--- src/rtl/sram_rd_out_pkg.sv ---
package sram_rd_out_pkg;
  localparam int unsigned LANE_BITS = 9;

  typedef enum logic [1:0] {
    CMD_IDLE = 2'd0,
    CMD_RD   = 2'd1,
    CMD_WR   = 2'd2
  } cmd_e;
endpackage

--- src/rtl/srpc_cmd_reg.sv ---
module srpc_cmd_reg
  import sram_rd_out_pkg::*;
#(
  parameter int unsigned LANES = 2
) (
  input  logic             clk_i,
  input  logic             rst_ni,
  input  logic             sel_i,
  input  logic             gw_i,
  input  logic             bw_i,
  input  logic [LANES-1:0] bsel_i,
  output cmd_e             cmd_q_o,
  output logic [LANES-1:0] be_q_o
);
  logic [LANES-1:0] lane_wr;
  logic             wr_req;
  cmd_e             cmd_d;
  cmd_e             cmd_q;
  logic [LANES-1:0] be_q;

  for (genvar g = 0; g < LANES; g++) begin : g_lane
    assign lane_wr[g] = gw_i | (bw_i & bsel_i[g]);
  end

  // byte write with no lane selected degrades to a read
  assign wr_req = sel_i & (|lane_wr);

  always_comb begin
    if (!sel_i)      cmd_d = CMD_IDLE;
    else if (wr_req) cmd_d = CMD_WR;
    else             cmd_d = CMD_RD;
  end

  always_ff @(posedge clk_i or negedge rst_ni) begin
    if (!rst_ni) begin
      cmd_q <= CMD_IDLE;
      be_q  <= '0;
    end else begin
      cmd_q <= cmd_d;
      be_q  <= wr_req ? lane_wr : '0;
    end
  end

  assign cmd_q_o = cmd_q;
  assign be_q_o  = be_q;
endmodule

--- src/rtl/srpc_data_stage.sv ---
module srpc_data_stage
  import sram_rd_out_pkg::*;
#(
  parameter int unsigned DW = 18
) (
  input  logic          clk_i,
  input  logic          rst_ni,
  input  cmd_e          cmd_q_i,
  input  logic          flow_mode_i,
  input  logic [DW-1:0] rd_data_i,
  output logic [DW-1:0] dq_o,
  output logic          rd_vld_o
);
  logic [DW-1:0] dq_q;
  logic          rd_vld_q;

  always_ff @(posedge clk_i or negedge rst_ni) begin
    if (!rst_ni) begin
      dq_q     <= '0;
      rd_vld_q <= 1'b0;
    end else begin
      rd_vld_q <= (cmd_q_i == CMD_RD);
      if (cmd_q_i == CMD_RD) dq_q <= rd_data_i;
    end
  end

  assign dq_o     = flow_mode_i ? rd_data_i : dq_q;
  assign rd_vld_o = rd_vld_q;
endmodule

--- src/rtl/srpc_drv_ctl.sv ---
module srpc_drv_ctl
  import sram_rd_out_pkg::*;
(
  input  cmd_e cmd_q_i,
  input  logic rd_vld_i,
  input  logic flow_mode_i,
  input  logic dcd_mode_i,
  input  logic out_en_i,
  output logic drv_o
);
  logic in_rd, in_wr, in_idle, pipe_drv, sync_drv;

  assign in_rd   = (cmd_q_i == CMD_RD);
  assign in_wr   = (cmd_q_i == CMD_WR);
  assign in_idle = (cmd_q_i == CMD_IDLE);

  // single-cycle deselect cuts the output stage as soon as the deselect lands
  assign pipe_drv = rd_vld_i & ~in_wr & (dcd_mode_i | ~in_idle);
  assign sync_drv = flow_mode_i ? in_rd : pipe_drv;
  assign drv_o    = out_en_i & sync_drv;
endmodule

--- src/rtl/sram_rd_out_ctl.sv ---
module sram_rd_out_ctl
  import sram_rd_out_pkg::*;
#(
  parameter int unsigned LANES  = 2,
  parameter int unsigned LANE_W = LANE_BITS
) (
  input  logic                    clk_i,
  input  logic                    rst_ni,
  input  logic                    sel_i,
  input  logic                    gw_i,
  input  logic                    bw_i,
  input  logic [LANES-1:0]        bsel_i,
  input  logic                    flow_mode_i,
  input  logic                    dcd_mode_i,
  input  logic                    out_en_i,
  input  logic [LANES*LANE_W-1:0] rd_data_i,
  output logic [LANES*LANE_W-1:0] dq_o,
  output logic                    drv_o,
  output logic [LANES-1:0]        wr_be_o
);
  localparam int unsigned DW = LANES * LANE_W;

  cmd_e cmd_q;
  logic rd_vld;

  srpc_cmd_reg #(.LANES(LANES)) u_cmd (
    .clk_i   (clk_i),
    .rst_ni  (rst_ni),
    .sel_i   (sel_i),
    .gw_i    (gw_i),
    .bw_i    (bw_i),
    .bsel_i  (bsel_i),
    .cmd_q_o (cmd_q),
    .be_q_o  (wr_be_o)
  );

  srpc_data_stage #(.DW(DW)) u_data (
    .clk_i       (clk_i),
    .rst_ni      (rst_ni),
    .cmd_q_i     (cmd_q),
    .flow_mode_i (flow_mode_i),
    .rd_data_i   (rd_data_i),
    .dq_o        (dq_o),
    .rd_vld_o    (rd_vld)
  );

  srpc_drv_ctl u_drv (
    .cmd_q_i     (cmd_q),
    .rd_vld_i    (rd_vld),
    .flow_mode_i (flow_mode_i),
    .dcd_mode_i  (dcd_mode_i),
    .out_en_i    (out_en_i),
    .drv_o       (drv_o)
  );
endmodule

--- config.mk ---
export PLATFORM = sky130hd
export DESIGN_NAME = sram_rd_out_ctl
export DESIGN_NICKNAME = d
export VERILOG_FILES = /design/src/rtl/sram_rd_out_pkg.sv /design/src/rtl/srpc_cmd_reg.sv /design/src/rtl/srpc_data_stage.sv /design/src/rtl/srpc_drv_ctl.sv /design/src/rtl/sram_rd_out_ctl.sv
export SDC_FILE = /design/constraint.sdc
export NUM_CORES = 1
export LEC_CHECK = 0
export BUFFER_PORTS_ARGS = -buffer_cell sky130_fd_sc_hd__buf_4
export CAP_MARGIN = 20
export CORE_ASPECT_RATIO = 2
export CORE_UTILIZATION = 25
export CTS_BUF_LIST = sky130_fd_sc_hd__clkbuf_4 sky130_fd_sc_hd__clkbuf_8
export CTS_CLUSTER_SIZE = 14
export DETAILED_ROUTE_END_ITERATION = 8
export PLACE_DENSITY = 0.57
export SLEW_MARGIN = 10
export SYNTH_ARGS = -nofsm -noshare
export SYNTH_HDL_FRONTEND = slang
export SYNTH_SLANG_ARGS = --single-unit
export TNS_END_PERCENT = 100
--- constraint.sdc ---
create_clock -name clk_i -period 2.9 [get_ports clk_i]
set_input_delay 0.58 -clock clk_i [delete_from_list [all_inputs] [get_ports clk_i]]
set_output_delay 0.58 -clock clk_i [all_outputs]
set_load 0.01 [all_outputs]
# After elaboration in Yosys (flattened, before gate mapping)
# Index checks and enable logic that the tools add are counted.
word_totals:
  register_bits: 23
  output_inout_bits: 21
  word_cells: 24
op_classes:
  n_eq_ne: 2
  mux: 5
  bitwise_logic: 11
  n_reduce_logical: 2
op_table:
  columns: ["cell", "count"]
  rows:
  - ["$mux W18", 1]
  - ["$and A1 B1 Y1", 6]
  - ["$mux W2", 3]
  - ["$or A1 B1 Y1", 3]
  - ["$eq A2 B1 Y1 const B", 1]
  - ["$eq A2 B2 Y1 const B", 1]
  - ["$logic_not A2 Y1", 1]
  - ["$not A1 Y1", 2]
  - ["$reduce_or A2 Y1", 1]
  - ["$mux W1", 1]

# Longest topological paths before layout
depth:
  ltp_word: 6
  mapped_depth: 4
  mapped_depth_nobuf: 3

# By module
# From an unflattened synthesis, not the netlist that was laid out.
hier_totals:
  hier_cells: 78
  hier_area_um2: 1157.4
by_module_without_submodules:
  columns: ["mod", "instances", "cells_per_inst", "area_each_um2", "seq_area_each_um2"]
  rows:
  - ["srpc_data_stage", 1, 60, 975.9, 475.5]
  - ["srpc_cmd_reg", 1, 12, 148.9, 100.1]
  - ["srpc_drv_ctl", 1, 6, 32.5, 0.0]

# Worst setup path before layout
# OpenSTA, ideal clock, no wires.
synth_timing:
  path_kind: "input-to-output"
  from: "in flow_mode_i"
  to: "out drv_o"
  arrival_time_ns: 1.171
  required_ns: 2.320
  setup_slack_ns: 1.149
  path_stages: 3
  path_buffers: 1
  path_cell_list: "buf_2 nand3b_1 o21ai_0"
synth_via:
  elab_chain_len: 2
synth_lines:
  columns: ["element", "line_no", "rtl"]
  rows:
  - ["from (decl)", "sram_rd_out_ctl.sv:13", "input logic flow_mode_i,"]
  - ["$mux W1", "srpc_drv_ctl.sv:19", "assign sync_drv = flow_mode_i ? in_rd : pipe_drv;"]
  - ["$and A1 B1 Y1", "srpc_drv_ctl.sv:20", "assign drv_o = out_en_i & sync_drv;"]
  - ["to (decl)", "sram_rd_out_ctl.sv:18", "output logic drv_o,"]
# Every way passes these cells.

# Final worst setup path
layout_timing:
  from: "in flow_mode_i"
  to: "out dq_o[6]"
layout_via:
  elab_chain_len: 1
layout_lines:
  columns: ["element", "line_no", "rtl"]
  rows:
  - ["$mux W18", "srpc_data_stage.sv:27", "assign dq_o = flow_mode_i ? rd_data_i : dq_q;"]
  - ["to (decl)", "sram_rd_out_ctl.sv:17", "output logic [LANES*LANE_W-1:0] dq_o,"]
# Every way passes these cells.

==> run summary <==
The flow ran to the end, and the final reports show no timing, DRC or antenna violations. The area of all sequential standard cells is 576 µm², and the total setup violations reported at the end of the flow is 0. The share of the synthesized area in the top cell type was 0.493. The fraction of synthesis flops using an asynchronous set or reset pin was 1.00. Of all cell types, the one taking the most synthesized area is dfrtp_1. The tools report the worst slack at placement as 0.957 ns. For the aggregate global-route resource usage, the log shows 0.111.

The type of origin of the critical path was an input port. The run gives 556 µm² as the multi-input combinational cell area. During synthesis, Yosys emitted a total of 0 warnings. After detailed routing, the total wire length is 2490 µm. By count the netlist is led by dfrtp_1, mux2_2, mux2_4.

The clock drives 23 sinks. The standard-cell row count was 34; the post-route standard cell area excluding fillers was 1620 µm². The share of the clock period used by the worst path after layout is 0.667. On the final layout, the worst clock skew is 0.00221 ns. The actual transition at the worst max-transition pin came out at 0.350 ns.

The most common cell in the synthesized netlist is dfrtp_1. The net count after synthesis is 105. The logs give 1800 µm for the post-detailed-placement half-perimeter wirelength and 0 for the total of cells resized after clock tree synthesis. The logs give 1 for the maximum level of the CTS H-tree and 1170 µm² for the mapped cell area. The launching point of the worst reg2reg path was u_cmd.cmd_q_o[1]. Of all nets on the critical path, the largest fanout is 20. The total core area is 4420 µm². The clock tree root driver cell is clkbuf_8.

The minimum hold slack is 0.199 ns, and the number of fillers in the final layout is 452. For the worst-skew pair, the clock arrives at the later sink with an insertion delay of 0.26 ns. In this run the worst setup path begins at flow_mode_i. TritonCTS built the clock tree.

The run gives 0.493 as the sequential share of the synthesized area. The run gives 4960 µm² as the die area. The logs give 4160 µm for the wire length of the first global-routing pass and 0.263 mV for the highest ir drop seen on vdd.

The routability congestion estimate from global placement came out at 0.684. For this design, the CTS-stage hold fixing added 0 buffers. The I/O pin count is 49, and the data required time of the critical path is 2.32 ns.

Clock-pin slew was measured on the worst setup and hold paths at 0.09 ns. In this run the tool buffered the top-level ports with 48 buffer cells. Number of remaining DRC errors: 0. The logs give 0.264 for the starting utilization of the core area and 0 for the max capacitance violation total. In the synthesized netlist, the number of instances is 77.

In the final design database the tool counted 155 nets. Yosys mapped a number of flops with a built-in enable equal to 0. The tools report the worst endpoint data arrival time as 1.36 ns.

Summed over all failing endpoints, the final setup total negative slack is 0 ns. The post-route worst setup slack came out at 0.965 ns. The run gives 859 as the via count of the first global-routing pass.

The tightest min-delay check is of the in2async type. The run gives 0.767 as the remaining max-slew budget at the tightest pin. The synthesized netlist contains 15 unique library cells. The number of antenna violations at the first check in global routing was 0; the number of clock buffers inserted by TritonCTS was 3. The proportion of layout cells with a drive suffix above 1 was 0.714. The first routing iteration left 3 violations.

For this run, the leading register cell type out of synthesis is dfrtp_1. Dividing the detail-routed via count by the number of cells gives 4.44. The synthesized flop and latch total is 23. By area the synthesized netlist is led by dfrtp_1, mux2_4, mux2_2, buf_6, nor2b_1. Setup repair after global routing left no endpoint under its margin. The power per standard cell area was 560 nW/µm²; the instance area at placement was 1570 µm². Maximum number of pins on one net before global-route repair: 24.

Average detailed-routed wire length per instance: 13.8 µm. The logs give 0 for the number of hold violations in the final report and 2 for the number of buffers between clock root and the deepest sink. For this block, the via count after detailed routing is 800. The tools report the count of pins over their slew limit as 0.

In this run the static leakage power is 0.769 nW. The synthesis-to-finish area growth was 38.5%; the iteration count of the initial detailed-routing pass was 2. After clock tree synthesis, the setup repair step added 0 buffers.

The number of antenna diodes in the final layout is 0. The minimum clock period was 1.94 ns; the die width was 50.3 µm. A synthesized cell averages 15.2 µm².

For the leftover overflow at the end of global routing, the log shows 0. The worst setup path is captured at an output pin. In this run the vertical extent of the chip is 98.6 µm. The critical path is of the in2out type.

The highest achievable clock rate is 517 MHz, and the count of antenna-violating nets left after detailed routing is 0.
==> logic make-up (layout without fill, tap and decap cells) <==
family,count (synthesis),count (layout),share of synthesized area
AND/OR/NAND/NOR,8,8,0.0472
AO/OA/AOI/OAI,5,5,0.0236
multiplexers,36,36,0.405
buffers and inverters,5,54,0.0311
flip-flops,23,23,0.493
==> state kept, by name, summed over array words and instances (netlist names) <==
| name | count |
|---|---|
| u_data.dq_q | 18 |
| u_cmd.be_q_o | 2 |
| u_data.rd_vld_o | 1 |
| u_cmd.cmd_q_o | 2 |
==> critical path, cell delays in order <==
cell and delay (ns):
buf_4 0.25, mux2_2 0.38, buf_4 0.14
==> layer usage <==
layer	vias up	GRT usage	wire, µm
li1	373	-	-
met1	398	0.141	990
met2	27	0.178	1340
met3	2	0.0170	125
met4	0	0.0534	28
met5	-	0	0
==> path summary, 6_finish.rpt <==
check                      slack [ns]              end  cells past startpoint
min reg2reg                      0.51   u_data.dq_q[1]                      1
min                              0.20   u_data.dq_q[8]                      1
min in group clk_i               0.51   u_data.dq_q[1]                      1
max reg2reg                      1.58  u_data.dq_q[14]                      3
max in group asynchronous        2.46  u_data.dq_q[17]                      1
max                              0.96          dq_o[6]                      3
==> layout by cell type (no fill, tap or decap) <==
| master | instances |
|---|---|
| a21oi_1 | 3 |
| and2_1 | 1 |
| nor2b_1 | 3 |
| o21ai_0 | 1 |
| clkbuf_8 | 3 |
| dfrtp_1 | 23 |
| inv_1 | 1 |
| o21a_1 | 1 |
| nand3b_1 | 1 |
| nor2b_4 | 1 |
| mux2_2 | 18 |
| mux2_4 | 18 |
| buf_4 | 49 |
| nand3_1 | 1 |
| clkinv_2 | 1 |
| nor2_1 | 1 |
==> power breakdown <==
part | internal [mW] | switching [mW] | leakage (nW)
Combinational | 0.192 | 0.0960 | 0.466
Clock | 0.0958 | 0.106 | 0.0255
Sequential | 0.383 | 0.0323 | 0.278
Total | 0.670 | 0.234 | 0.769
==> cell type report <==
type / instances / area share
clock inverters: 1 / 0.00310
inverters: 1 / 0.00232
multi-input cells: 49 / 0.344
flip-flops and latches: 23 / 0.356
repair buffers: 49 / 0.228
clock buffers: 3 / 0.0255
well taps: 54 / 0.0418
==> per-stage QoR <==
stage | total power [mW] | std cells | utilization
3_5_place_dp | 0.710 | 176 | 0.355
3_3_place_gp | 0.702 | 176 | 0.355
2_1_floorplan | 0.587 | 77 | -
5_1_grt | 0.961 | 180 | 0.365
6_report | 0.905 | 180 | 0.365
4_1_cts | 0.919 | 180 | 0.365
(Power assumes the default switching activity.)
